File: config.mk
export PLATFORM = sky130hd
export DESIGN_NAME = eeprom_burst_loader
export DESIGN_NICKNAME = d
export VERILOG_FILES = /design/src/rtl/eel_pkg.sv /design/src/rtl/eel_hostregs.sv /design/src/rtl/eel_seq.sv /design/src/rtl/eeprom_burst_loader.sv
export SDC_FILE = /design/constraint.sdc
export NUM_CORES = 1
export LEC_CHECK = 0
export ABC_AREA = 1
export BUFFER_PORTS_ARGS = -buffer_cell sky130_fd_sc_hd__buf_4
export CAP_MARGIN = 20
export CORE_ASPECT_RATIO = 1.5
export CORE_MARGIN = 10
export CORE_UTILIZATION = 56
export CTS_CLUSTER_DIAMETER = 60
export DETAILED_ROUTE_END_ITERATION = 8
export PLACE_DENSITY = 0.8
export REMOVE_ABC_BUFFERS = 1
export SLEW_MARGIN = 20
export SYNTH_ARGS = -nofsm -noshare
export SYNTH_HDL_FRONTEND = slang
export SYNTH_SLANG_ARGS = --single-unit
File: constraint.sdc
create_clock -name clk -period 2.15 [get_ports clk]
set_clock_uncertainty 0.1 [all_clocks]
set_input_delay 0.215 -clock clk [delete_from_list [all_inputs] [get_ports clk]]
set_output_delay 0.215 -clock clk [all_outputs]
set_load 0.05 [all_outputs]
File: src/rtl/eel_pkg.sv
`timescale 1ns/1ps
package eel_pkg;
    localparam int BYTE_W = 8;

    // host register indices
    localparam logic [1:0] IDX_ADDR = 2'd0;
    localparam logic [1:0] IDX_DATA = 2'd1;
    localparam logic [1:0] IDX_CTRL = 2'd2;
    localparam logic [1:0] IDX_BASE = 2'd3;

    // control register bit positions
    localparam int CTRL_WR    = 0;
    localparam int CTRL_RD    = 1;
    localparam int CTRL_BURST = 2;

    typedef enum logic [1:0] {OP_NONE, OP_WR, OP_RD, OP_BURST} op_e;
    typedef enum logic [1:0] {ST_IDLE, ST_SINGLE, ST_BURST} seq_st_e;
    typedef enum logic [1:0] {PH_AHI, PH_ALO, PH_LEN, PH_DAT} phase_e;

    typedef struct packed {
        logic busy;
        logic burst_pend;
        logic rd_pend;
        logic wr_pend;
    } status_t;

    // burst outranks read, read outranks write
    function automatic op_e pick_op(input logic [2:0] bits);
        if (bits[CTRL_BURST])   return OP_BURST;
        else if (bits[CTRL_RD]) return OP_RD;
        else if (bits[CTRL_WR]) return OP_WR;
        else                    return OP_NONE;
    endfunction
endpackage

File: src/rtl/eel_hostregs.sv
`timescale 1ns/1ps
module eel_hostregs
    import eel_pkg::*;
#(
    parameter int EE_AW  = 16,
    parameter int BASE_W = 9,
    parameter int REG_W  = 16
) (
    input  logic                 clk,
    input  logic                 rst,
    input  logic                 reg_wr,
    input  logic [1:0]           reg_addr,
    input  logic [REG_W-1:0]     reg_wdata,
    output logic [REG_W-1:0]     reg_rdata,
    input  status_t              st,
    input  logic                 rd_done,
    input  logic [BYTE_W-1:0]    rd_byte,
    output logic [EE_AW-1:0]     addr_q,
    output logic [BYTE_W-1:0]    data_q,
    output logic [BASE_W-1:0]    base_q,
    output op_e                  launch
);
    logic wr_ok;
    assign wr_ok = reg_wr && !st.busy;

    always_ff @(posedge clk) begin
        if (rst) begin
            addr_q <= '0;
            data_q <= '0;
            base_q <= '0;
        end else begin
            if (wr_ok) begin
                case (reg_addr)
                    IDX_ADDR: addr_q <= reg_wdata[EE_AW-1:0];
                    IDX_DATA: data_q <= reg_wdata[BYTE_W-1:0];
                    IDX_BASE: base_q <= reg_wdata[BASE_W-1:0];
                    default:  ;
                endcase
            end
            if (rd_done) data_q <= rd_byte;
        end
    end

    assign launch = (wr_ok && reg_addr == IDX_CTRL) ? pick_op(reg_wdata[2:0]) : OP_NONE;

    always_comb begin
        reg_rdata = '0;
        case (reg_addr)
            IDX_ADDR: reg_rdata[EE_AW-1:0]  = addr_q;
            IDX_DATA: reg_rdata[BYTE_W-1:0] = data_q;
            IDX_CTRL: reg_rdata[3:0]        = st;
            IDX_BASE: reg_rdata[BASE_W-1:0] = base_q;
            default:  ;
        endcase
    end


    busy_write_ignored_chk: assert property (@(posedge clk) disable iff (rst)
        (reg_wr && st.busy) |=> ($stable(addr_q) && $stable(base_q)));
endmodule

File: src/rtl/eel_seq.sv
`timescale 1ns/1ps
module eel_seq
    import eel_pkg::*;
#(
    parameter int EE_AW  = 16,
    parameter int TGT_AW = 24,
    parameter int OFF_W  = 15   // must lie between BYTE_W+1 and 2*BYTE_W
) (
    input  logic                    clk,
    input  logic                    rst,
    input  op_e                     launch,
    input  logic [EE_AW-1:0]        addr_q,
    input  logic [BYTE_W-1:0]       data_q,
    input  logic [TGT_AW-OFF_W-1:0] base_q,
    output logic                    ee_req,
    output logic                    ee_we,
    output logic [EE_AW-1:0]        ee_addr,
    output logic [BYTE_W-1:0]       ee_wdata,
    input  logic                    ee_ack,
    input  logic [BYTE_W-1:0]       ee_rdata,
    output logic                    mem_we,
    output logic [TGT_AW-1:0]       mem_addr,
    output logic [BYTE_W-1:0]       mem_wdata,
    output status_t                 st,
    output logic                    rd_done,
    output logic [BYTE_W-1:0]       rd_byte
);
    localparam int HI_W = OFF_W - BYTE_W;

    seq_st_e            st_q;
    phase_e             phase_q;
    logic               single_we_q;
    logic [EE_AW-1:0]   cursor_q;   // next address a burst fetches
    logic [OFF_W-1:0]   off_q;
    logic [BYTE_W-1:0]  cnt_q;

    always_ff @(posedge clk) begin
        if (rst) begin
            st_q        <= ST_IDLE;
            phase_q     <= PH_AHI;
            single_we_q <= 1'b0;
            cursor_q    <= '0;
            off_q       <= '0;
            cnt_q       <= '0;
            mem_we      <= 1'b0;
            mem_addr    <= '0;
            mem_wdata   <= '0;
        end else begin
            mem_we <= 1'b0;
            case (st_q)
                ST_IDLE: begin
                    case (launch)
                        OP_WR:    begin st_q <= ST_SINGLE; single_we_q <= 1'b1; end
                        OP_RD:    begin st_q <= ST_SINGLE; single_we_q <= 1'b0; end
                        OP_BURST: begin st_q <= ST_BURST;  phase_q <= PH_AHI; end
                        default:  ;
                    endcase
                end
                ST_SINGLE: begin
                    if (ee_ack) begin
                        st_q     <= ST_IDLE;
                        cursor_q <= addr_q + EE_AW'(1);
                    end
                end
                ST_BURST: begin
                    if (ee_ack) begin
                        cursor_q <= cursor_q + EE_AW'(1);
                        case (phase_q)
                            PH_AHI: begin
                                off_q[OFF_W-1:BYTE_W] <= ee_rdata[HI_W-1:0];
                                phase_q <= PH_ALO;
                            end
                            PH_ALO: begin
                                off_q[BYTE_W-1:0] <= ee_rdata;
                                phase_q <= PH_LEN;
                            end
                            PH_LEN: begin
                                if (ee_rdata == '0) begin
                                    st_q    <= ST_IDLE;
                                    phase_q <= PH_AHI;
                                end else begin
                                    cnt_q   <= ee_rdata;
                                    phase_q <= PH_DAT;
                                end
                            end
                            PH_DAT: begin
                                mem_we    <= 1'b1;
                                mem_addr  <= {base_q, off_q};
                                mem_wdata <= ee_rdata;
                                off_q     <= off_q + OFF_W'(1);
                                cnt_q     <= cnt_q - BYTE_W'(1);
                                if (cnt_q == BYTE_W'(1)) phase_q <= PH_AHI;
                            end
                            default: ;
                        endcase
                    end
                end
                default: st_q <= ST_IDLE;
            endcase
        end
    end

    assign ee_req   = (st_q != ST_IDLE);
    assign ee_we    = (st_q == ST_SINGLE) && single_we_q;
    assign ee_addr  = (st_q == ST_BURST) ? cursor_q : addr_q;
    assign ee_wdata = data_q;

    assign rd_done  = (st_q == ST_SINGLE) && !single_we_q && ee_ack;
    assign rd_byte  = ee_rdata;

    assign st.busy       = (st_q != ST_IDLE);
    assign st.burst_pend = (st_q == ST_BURST);
    assign st.rd_pend    = (st_q == ST_SINGLE) && !single_we_q;
    assign st.wr_pend    = (st_q == ST_SINGLE) && single_we_q;


    ee_hold_chk: assert property (@(posedge clk) disable iff (rst)
        (ee_req && !ee_ack) |=> (ee_req && $stable(ee_addr) && $stable(ee_we) && $stable(ee_wdata)));


    mem_after_ack_chk: assert property (@(posedge clk) disable iff (rst)
        mem_we |-> ($past(ee_ack) && $past(st_q == ST_BURST)));


    launch_starts_chk: assert property (@(posedge clk) disable iff (rst)
        (st_q == ST_IDLE && launch != OP_NONE) |=> ee_req);
endmodule

File: src/rtl/eeprom_burst_loader.sv
`timescale 1ns/1ps
module eeprom_burst_loader
    import eel_pkg::*;
#(
    parameter int EE_AW  = 16,
    parameter int TGT_AW = 24,
    parameter int OFF_W  = 15,
    parameter int REG_W  = 16
) (
    input  logic                clk,
    input  logic                rst,
    input  logic                reg_wr,
    input  logic [1:0]          reg_addr,
    input  logic [REG_W-1:0]    reg_wdata,
    output logic [REG_W-1:0]    reg_rdata,
    output logic                ee_req,
    output logic                ee_we,
    output logic [EE_AW-1:0]    ee_addr,
    output logic [7:0]          ee_wdata,
    input  logic                ee_ack,
    input  logic [7:0]          ee_rdata,
    output logic                mem_we,
    output logic [TGT_AW-1:0]   mem_addr,
    output logic [7:0]          mem_wdata
);
    localparam int BASE_W = TGT_AW - OFF_W;

    status_t             st;
    op_e                 launch;
    logic                rd_done;
    logic [BYTE_W-1:0]   rd_byte;
    logic [EE_AW-1:0]    addr_q;
    logic [BYTE_W-1:0]   data_q;
    logic [BASE_W-1:0]   base_q;

    eel_hostregs #(.EE_AW(EE_AW), .BASE_W(BASE_W), .REG_W(REG_W)) regs_i (
        .clk(clk), .rst(rst), .reg_wr(reg_wr), .reg_addr(reg_addr),
        .reg_wdata(reg_wdata), .reg_rdata(reg_rdata), .st(st),
        .rd_done(rd_done), .rd_byte(rd_byte), .addr_q(addr_q),
        .data_q(data_q), .base_q(base_q), .launch(launch)
    );

    eel_seq #(.EE_AW(EE_AW), .TGT_AW(TGT_AW), .OFF_W(OFF_W)) seq_i (
        .clk(clk), .rst(rst), .launch(launch), .addr_q(addr_q),
        .data_q(data_q), .base_q(base_q), .ee_req(ee_req), .ee_we(ee_we),
        .ee_addr(ee_addr), .ee_wdata(ee_wdata), .ee_ack(ee_ack),
        .ee_rdata(ee_rdata), .mem_we(mem_we), .mem_addr(mem_addr),
        .mem_wdata(mem_wdata), .st(st), .rd_done(rd_done), .rd_byte(rd_byte)
    );
endmodule

==> metrics.log, run 1 <==
INFO  metric synthTopCellsByCount = sky130_fd_sc_hd__nand2_1, sky130_fd_sc_hd__dfxtp_1, sky130_fd_sc_hd__inv_1, sky130_fd_sc_hd__nand3_1, sky130_fd_sc_hd__a21oi_1
INFO  metric top_cells_by_area_synth = sky130_fd_sc_hd__dfxtp_1, sky130_fd_sc_hd__nand2_1, sky130_fd_sc_hd__nand3_1, sky130_fd_sc_hd__a21oi_1, sky130_fd_sc_hd__inv_1
INFO  metric floorplan.die_area = 15,100 um2
INFO  metric floorplan.initialDensity = 0.579
INFO  metric groute.usage.overall = 0.240
INFO  metric yosys-mux-area-fraction = 0
INFO  metric ys_dominant_reg_cell = sky130_fd_sc_hd__dfxtp_1
INFO  metric firstDrtPassIters = 5
INFO  metric yosysWarningCount = 0
INFO  metric postSynthAreaPerCell = 6.52 um2
INFO  metric global_route_wire_length_before_repair = 30,500 um
INFO  metric max_clock_freq = 0.474 GHz
INFO  metric tritoncts = yes
INFO  metric layout-area-overhead-vs-synth = 24.1%
INFO  metric drt_iter0_markers = roughly 330
INFO  metric nNetsFinal = 1,055
INFO  metric least_margin_pin_slew = roughly 780 ps
INFO  metric path_max_fanout = 9
INFO  metric final_period_minus_worst_setup_slack = ~2100 ps
INFO  metric clkSlewWorstSetupHoldPaths = around 80 ps
INFO  metric placement.io_buffers = about 100
INFO  metric seq_area_frac_synth = 0.373
INFO  metric cts-buffers-inserted = 9
INFO  metric chipHeight = 146 um
INFO  metric synth_xor_xnor_area_share = 0.0148
INFO  metric post_synth_fa_ha_maj_area_fraction = 0.0339
INFO  metric grt_pass1_vias = 6,216
INFO  metric netlist_area = 5900 um2
INFO  metric grt_max_degree = 67
INFO  metric die_span_x = 104 um
INFO  metric antenna_found_initial = 0
INFO  metric synth-seq-cells = 110
INFO  metric placeable_core_area = 10,200 um2
INFO  metric netlist.area_leader.share = 0.373
INFO  metric placed_area = 6920 um2
INFO  metric finalMaxSlewViolations = 0
INFO  metric antenna_cells_inserted = 0
INFO  metric worstPathArrival = 1790 ps
INFO  metric netlist_instances = 905
INFO  metric cts_hold_repair.buffers = 0
INFO  metric clockRootBuffer = sky130_fd_sc_hd__clkbuf_16
INFO  metric relative_slew_slack = 0.483
INFO  metric synth_top_cell_by_area = sky130_fd_sc_hd__dfxtp_1
INFO  metric synthMostInstantiatedCell = sky130_fd_sc_hd__nand2_1
INFO  metric globalRoute.totalOverflow = 0
INFO  metric combinational_family_with_the_most_area_after_synthesis = simple AND/OR/NAND/NOR gates
INFO  metric synthDistinctLibCells = 35
INFO  metric min_period_over_period = 0.981
INFO  metric worst-setup-path-type = reg -> out
INFO  metric postLayoutCoreUtil = 0.718
INFO  metric type_of_the_worst_min_delay_path = in -> reg
INFO  metric cp.required = 1840 ps
INFO  metric routed-via-count = 6,397
INFO  metric post_route_cells_drive_above_1_share = 0.177
INFO  metric ctsHtreeMaxLevel = 3
INFO  metric drv_cap = 0
INFO  metric synthSimpleGateAreaFrac = 0.292
INFO  metric fin_area = 7320 um2
INFO  metric drcViolationCount = 0
INFO  metric post_synth_edffs = 0
INFO  metric sum_of_routed_wire_length_over_all_layers = between 15,000 and 20,000 um
INFO  metric timing.critical_path.to_type = output pin
INFO  metric hold_violations = 0
INFO  metric postSynth.asyncResetShare = 0
INFO  metric clock_insertion_delay_worst_skew = 360 ps
INFO  metric antenna_violating_nets_post_route = 0
INFO  metric cellPowerDensity = 641 nW/um2
INFO  metric filler_cell_count = 894
INFO  metric start_kind = register
INFO  metric clk_path_buf_depth = 2
INFO  metric site_row_count = 45
INFO  metric top_level_ports = roughly 110
INFO  metric rsz0062_at_grt = false
INFO  metric clock_sink_count = 110
INFO  metric finalSetupViolCount = 0
INFO  metric detail_route.vias_per_cell = 5.54
INFO  metric total_leakage_power = 3.36 nW
INFO  metric gpl_congestion = 0.966
INFO  metric run_status = finished, final reports clean
INFO  metric synth_compound_gate_area_share = 0.178
INFO  metric fin_total_pwr = ~0.0047 W
INFO  metric avgRoutedWirePerCell = 16.2 um
INFO  metric ir_worst_vdd = just over 400 uV
INFO  metric total_half_perimeter_wirelength_after_legalization_and_detailed_placement = 14,100 um
[layer usage]
layer / vias up / part of all wire / GRT usage
met5: - / 0 / 0
met4: 0 / 0.038 / 0.124
met3: 55 / 0.051 / 0.0434
met2: 223 / 0.53 / 0.442
met1: 2974 / 0.38 / 0.252
li1: 3145 / - / -
[state kept, by name, indices dropped and copies added, names as in the netlist]
register and flops:
seq_i.single_we_q 1, seq_i.cursor_q 16, seq_i.mem_addr 24, regs_i.base_q 9, seq_i.mem_we 1, regs_i.addr_q 16, seq_i.mem_wdata 8, regs_i.data_q 8
seq_i.phase_q 2, seq_i.cnt_q 8, seq_i.st_q 2, seq_i.off_q 15
[per-stage QoR]
step                      hold WS [ps]  setup slack, ps  std cells  setup TNS, ps
after global routing              37.2             10.4       1155              0
after global placement             351              127       1138              0
after detailed placement           355             59.9       1138              0
after CTS                         27.9             14.9       1154              0
after floorplan                    184            -1600        859         -66350
final                             33.4             40.1       1155              0
[what timing repair did]
item | CTS | global route
resized for setup | 7 | 16
setup buffers | 0 | 1
setup endpoints to repair | 3 | 18
hold endpoints to repair | 0 | 0
pin swaps | 0 | 2
[report_power, final]
| part | internal, W | leakage [nW] | switching [W] |
|---|---|---|---|
| Clock | 0.000946 | 0.159 | 0.000865 |
| Sequential | 0.00210 | 0.892 | 0.0000479 |
| Combinational | 0.000231 | 2.31 | 0.000504 |
| Total | 0.00328 | 3.36 | 0.00142 |
[cell families (layout without fill, tap and decap cells)]
kind of cell,count (synthesis),count (layout)
XOR/XNOR,10,10
adder cells (fa/ha/maj),16,16
AND/OR/NAND/NOR,414,414
AO/OA/AOI/OAI,195,195
buffers and inverters,160,269
flip-flops,110,110
[layout make-up]
| cell class | instances | area (um2) | share of cell area |
|---|---|---|---|
| sequential | 110 | 2210 | 0.302 |
| clock inverter | 7 | 97.6 | 0.0133 |
| multi-input combinational | 635 | 3120 | 0.426 |
| inverter | 114 | 430 | 0.0588 |
| tap | 141 | 176 | 0.0241 |
| timing repair buffer | 139 | 1070 | 0.146 |
| clock buffer | 9 | 225 | 0.0308 |
[worst max-delay path: stages (launching register included)]
cell and delay [ps]:
sky130_fd_sc_hd__dfxtp_4 390, sky130_fd_sc_hd__inv_4 60, sky130_fd_sc_hd__buf_4 170, sky130_fd_sc_hd__nor2_4 140, sky130_fd_sc_hd__inv_1 100, sky130_fd_sc_hd__nor2_4 130
sky130_fd_sc_hd__nand2_1 80, sky130_fd_sc_hd__a22oi_2 180, sky130_fd_sc_hd__buf_6 190
[final timing paths]
kind / start / end / slack [ps] / depth (start not counted)
min: reg_wdata[10] / regs_i.addr_q[10]$_SDFFE_PP0P_ / 30 / 3
max: seq_i.st_q[0]$_SDFFE_PP0P_ / reg_rdata[0] / 40 / 8
min reg2reg: seq_i.mem_addr[17]$_SDFFE_PP0P_ / seq_i.mem_addr[17]$_SDFFE_PP0P_ / 370 / 2
max reg2reg: seq_i.st_q[0]$_SDFFE_PP0P_ / seq_i.st_q[1]$_SDFFE_PP0P_ / 160 / 11
[cell usage in the layout (no fill, tap or decap), drive strengths merged, types with 3 or more instances in the layout]
master	n
o221ai	4
xor2	9
o21ai	68
nand3	99
nand4	4
a31oi	7
a221oi	4
nor2	66
ha	16
nor3	7
a22oi	4
inv	117
o211ai	4
buf	139
clkbuf	9
dfxtp	110
clkinv	3
nand2	234
a21oi	98
Power figures use the tool's default switching activity.
==> run 2, diff against run 1 <==
ABC_AREA = 0   (was 1)
CORE_MARGIN = 2   (was 10)
CORE_UTILIZATION = 43   (was 56)
PLACE_DENSITY = unset   (was 0.8)
==> run 2 against run 1 <==
Net effect:
- core utilization down 16 points
- sequential power down 2%
- routed wire length up 0.19%
- sequential share of layout area down 0.66 points
- register-to-register slack worse by 110 ps
- combinational power down 31%
- setup slack worse by 11 ps
- final area up 2.3%
- hold slack worse by 28 ps
- critical path type unchanged
- highest routed layer unchanged
==> metrics.log, run 2 <==
INFO  metric post_synth_edffs = 0 (unchanged)
INFO  metric nNetsFinal = 928 (was 1,055)
INFO  metric grt_pass1_vias = 5,943 (was 6,216)
INFO  metric post_synth_fa_ha_maj_area_fraction = 0.0345 (was 0.0339)
INFO  metric clock_sink_count = 110 (unchanged)
INFO  metric hold_violations = 0 (unchanged)
INFO  metric start_kind = register (unchanged)
INFO  metric worstPathArrival = 1810 ps (was 1790 ps)
INFO  metric total_leakage_power = 2.94 nW (was 3.36 nW)
INFO  metric drcViolationCount = 0 (unchanged)
INFO  metric cts-buffers-inserted = 9 (unchanged)
INFO  metric type_of_the_worst_min_delay_path = in -> reg (unchanged)
INFO  metric top_regs = seq_i.mem_addr: 24 flops, regs_i.addr_q: 16 flops, seq_i.cursor_q: 16 flops (unchanged)
INFO  metric routed-via-count = 6,078 (was 6,397)
INFO  metric drt_iter0_markers = 306 (was 334)
INFO  metric most-common-layout-cells = sky130_fd_sc_hd__nand2_1, sky130_fd_sc_hd__buf_4, sky130_fd_sc_hd__dfxtp_1 (unchanged)
INFO  metric avgRoutedWirePerCell = 17.9 um (was 16.2 um)
INFO  metric tritoncts = yes (unchanged)
INFO  metric netlist_area = 5800 um2 (was 5900 um2)
INFO  metric total_half_perimeter_wirelength_after_legalization_and_detailed_placement = 14,200 um (was 14,100 um)
INFO  metric site_row_count = 52 (was 45)
INFO  metric least_margin_pin_slew = 608 ps (was 775 ps)
INFO  metric flip_flop_count_of_the_largest_register_after_layout = 24 (unchanged)
INFO  metric timing.hold.worst_path_depth = 3 (unchanged)
INFO  metric synth_compound_gate_area_share = 0.214 (was 0.178)
INFO  metric die_span_x = 98.8 um (was 104 um)
INFO  metric worst-setup-path-type = reg -> out (unchanged)
INFO  metric seq_area_frac_synth = 0.380 (was 0.373)
INFO  metric detail_route.vias_per_cell = 5.79 (was 5.54)
INFO  metric path_max_fanout = 7 (was 9)
INFO  metric finalMaxSlewViolations = 0 (unchanged)
INFO  metric finalSetupViolCount = 0 (unchanged)
INFO  metric combinational_family_with_the_most_area_after_synthesis = simple AND/OR/NAND/NOR gates (unchanged)
INFO  metric antenna_violating_nets_post_route = 0 (unchanged)
INFO  metric tns = 0 ps (unchanged)
INFO  metric min_period_over_period = 0.987 (was 0.981)
INFO  metric sum_of_routed_wire_length_over_all_layers = 18,800 um (about the same)
INFO  metric cellPowerDensity = 573 nW/um2 (was 641 nW/um2)
INFO  metric chipHeight = 146 um (about the same)
INFO  metric firstDrtPassIters = 5 (unchanged)
INFO  metric layout-area-overhead-vs-synth = 29.2% (was 24.1%)
INFO  metric synth-seq-cells = 110 (unchanged)
INFO  metric antenna_found_initial = 0 (unchanged)
INFO  metric clock_insertion_delay_worst_skew = 350 ps (was 360 ps)
INFO  metric postSynthAreaPerCell = 7.65 um2 (was 6.52 um2)
INFO  metric clockRootBuffer = sky130_fd_sc_hd__clkbuf_16 (unchanged)
INFO  metric globalRoute.totalOverflow = 0 (unchanged)
INFO  metric hold-worst-slack = 5.69 ps (was 33.4 ps)
INFO  metric fin_area = 7490 um2 (was 7320 um2)
INFO  metric post_route_cells_drive_above_1_share = 0.236 (was 0.177)
INFO  metric global_route_wire_length_before_repair = 30,100 um (was 30,500 um)
INFO  metric top_register = seq_i.mem_addr (unchanged)
INFO  metric clkSlewWorstSetupHoldPaths = 80 ps (about the same)
INFO  metric synth_xor_xnor_area_share = 0.00302 (was 0.0148)
INFO  metric timing.critical_path.to_type = output pin (unchanged)
INFO  metric holdPathEnd = regs_i.addr_q[15]$_SDFFE_PP0P_ (was regs_i.addr_q[10]$_SDFFE_PP0P_)
INFO  metric synthSimpleGateAreaFrac = 0.267 (was 0.292)
INFO  metric holdCritStartpoint = reg_wdata[15] (was reg_wdata[10])
INFO  metric synthTopCellsByCount = sky130_fd_sc_hd__nand2_1, sky130_fd_sc_hd__dfxtp_1, sky130_fd_sc_hd__a21oi_1, sky130_fd_sc_hd__nor2_1, sky130_fd_sc_hd__clkbuf_1 (was sky130_fd_sc_hd__nand2_1, sky130_fd_sc_hd__dfxtp_1, sky130_fd_sc_hd__inv_1, sky130_fd_sc_hd__nand3_1, sky130_fd_sc_hd__a21oi_1)
INFO  metric worstReg2RegStart = seq_i.st_q[0]$_SDFFE_PP0P_ (unchanged)
INFO  metric worst_r2r_path_depth = 7 (was 11)
INFO  metric drv_cap = 0 (unchanged)
INFO  metric regToRegSetupSlack = 50 ps (was 160 ps)
INFO  metric ctsHtreeMaxLevel = 3 (unchanged)
INFO  metric netlist_instances = 758 (was 905)
INFO  metric groute.usage.overall = 0.258 (was 0.240)
INFO  metric floorplan.die_area = 14,400 um2 (was 15,100 um2)
INFO  metric cp.required = 1840 ps (about the same)
INFO  metric critical_path.reg2reg.endpoint = seq_i.cursor_q[15]$_SDFFE_PP0P_ (was seq_i.st_q[1]$_SDFFE_PP0P_)
INFO  metric synthDistinctLibCells = 65 (was 35)
INFO  metric synthMostInstantiatedCell = sky130_fd_sc_hd__nand2_1 (unchanged)
INFO  metric placement.io_buffers = 104 (unchanged)
INFO  metric synth_top_cell_by_area = sky130_fd_sc_hd__dfxtp_1 (unchanged)
INFO  metric final_period_minus_worst_setup_slack = 2120 ps (was 2110 ps)
INFO  metric top_cells_by_area_synth = sky130_fd_sc_hd__dfxtp_1, sky130_fd_sc_hd__nand2_1, sky130_fd_sc_hd__a21oi_1, sky130_fd_sc_hd__ha_1, sky130_fd_sc_hd__o21ai_0 (was sky130_fd_sc_hd__dfxtp_1, sky130_fd_sc_hd__nand2_1, sky130_fd_sc_hd__nand3_1, sky130_fd_sc_hd__a21oi_1, sky130_fd_sc_hd__inv_1)
INFO  metric ys_dominant_reg_cell = sky130_fd_sc_hd__dfxtp_1 (unchanged)
INFO  metric relative_slew_slack = 0.591 (was 0.483)
INFO  metric run_status = finished, final reports clean (unchanged)
INFO  metric postSynth.asyncResetShare = 0 (unchanged)
INFO  metric top_level_ports = 105 (unchanged)
INFO  metric ir_worst_vdd = 342 uV (was 409 uV)
INFO  metric placeable_core_area = 13,300 um2 (was 10,200 um2)
INFO  metric netlist.area_leader.share = 0.380 (was 0.373)
INFO  metric floorplan.initialDensity = 0.435 (was 0.579)
INFO  metric yosysWarningCount = 0 (unchanged)
INFO  metric rsz0062_at_grt = true (was false)
INFO  metric placed_area = 7030 um2 (was 6920 um2)
INFO  metric gpl_congestion = 0.902 (was 0.966)
INFO  metric clk_path_buf_depth = 2 (unchanged)
INFO  metric max_clock_freq = 0.471 GHz (was 0.474 GHz)
INFO  metric yosys-mux-area-fraction = 0.0468 (was 0)
INFO  metric grt_max_degree = 43 (was 67)
INFO  metric layout.cells.most_common = sky130_fd_sc_hd__nand2_1 (unchanged)
INFO  metric antenna_cells_inserted = 0 (unchanged)
[run 2: cell count changes after synthesis, moves of 9 or more]
cell	before	now
sky130_fd_sc_hd__and2_1	0	11
sky130_fd_sc_hd__nor2_1	61	40
sky130_fd_sc_hd__inv_1	107	21
sky130_fd_sc_hd__a211oi_1	2	11
sky130_fd_sc_hd__o21ai_0	64	37
sky130_fd_sc_hd__nand2_1	234	169
sky130_fd_sc_hd__and3_1	0	13
sky130_fd_sc_hd__mux2i_1	0	17
sky130_fd_sc_hd__clkbuf_1	28	39
sky130_fd_sc_hd__nor2b_1	0	10
sky130_fd_sc_hd__nand3_1	99	31
[run 2: worst max path at each step]
stage | from | end | slack [ps] | depth (start not counted)
after floorplan | seq_i.st_q[0]$_SDFFE_PP0P_ | seq_i.cursor_q[10]$_SDFFE_PP0P_ | -1350 | 5
after global placement | seq_i.st_q[1]$_SDFFE_PP0P_ | seq_i.cursor_q[12]$_SDFFE_PP0P_ | 10 | 7
after detailed placement | seq_i.st_q[1]$_SDFFE_PP0P_ | seq_i.cursor_q[12]$_SDFFE_PP0P_ | -110 | 7
after CTS | seq_i.st_q[0]$_SDFFE_PP0P_ | reg_rdata[1] | 1 | 6
after global routing | seq_i.st_q[0]$_SDFFE_PP0P_ | reg_rdata[1] | -70 | 6
final | seq_i.st_q[0]$_SDFFE_PP0P_ | reg_rdata[1] | 30 | 6
[run 2: cells by family (layout without fill, tap and decap cells)]
| group | count (synthesis) | after routing |
|---|---|---|
| compound gates | 202 | 202 |
| xor+xnor | 2 | 2 |
| fa+ha+maj | 16 | 16 |
| buf+inv | 75 | 204 |
| flops | 110 | 110 |
| mux | 24 | 24 |
| simple gates | 329 | 329 |
[run 2: report_power, final]
group | total (W) | internal, W | switching, W | leakage [nW]
logic | 0.000511 | 0.000185 | 0.000326 | 1.91
registers | 0.00210 | 0.00206 | 0.0000344 | 0.890
clock network | 0.00168 | 0.000824 | 0.000857 | 0.144
total | 0.00429 | 0.00307 | 0.00122 | 2.94
[run 2: final cells by class]
class                      instances  area, um2
multi-input combinational        573       3350
tap                              162        203
clock inverter                     7       77.6
fill                            1260       5850
inverter                          22       82.6
clock buffer                       9        225
timing repair buffer             166       1350
sequential                       110       2210
[run 2: layer usage]
layer	share of wire	wire (um)	GRT usage	up-vias
li1	-	-	-	2940
met2	0.52	9840	0.464	210
met4	0.043	806	0.127	0
met5	0	0	0	-
met1	0.39	7250	0.294	2875
met3	0.048	900	0.0345	53
[run 2: timing repair]
action | CTS | global route
setup buffers | 0 | 4
hold endpoints to repair | 4 | 0
endpoints found under the setup margin | 12 | 12
hold buffers | 4 | 0
gates resized for setup | 11 | 14
pin swaps | 1 | 3
gates cloned | 0 | 0
[run 2: worst max-delay path: stages, from the launching register on]
cell	delay, ps
sky130_fd_sc_hd__dfxtp_4	370
sky130_fd_sc_hd__buf_6	120
sky130_fd_sc_hd__nor2b_4	120
sky130_fd_sc_hd__nor2b_4	120
sky130_fd_sc_hd__a222oi_1	350
sky130_fd_sc_hd__mux2i_1	150
sky130_fd_sc_hd__buf_4	220
[run 2: metrics by stage]
step / setup slack [ps] / cells / power (W) / util
floorplan: -1350 / 705 / 0.00238 / -
global placement: 9.83 / 1025 / 0.00263 / 0.527
detailed placement: -105 / 1025 / 0.00264 / 0.527
CTS: 1.34 / 1045 / 0.00431 / 0.555
global route: -66.4 / 1049 / 0.00443 / 0.562
finish: 28.8 / 1049 / 0.00429 / 0.562
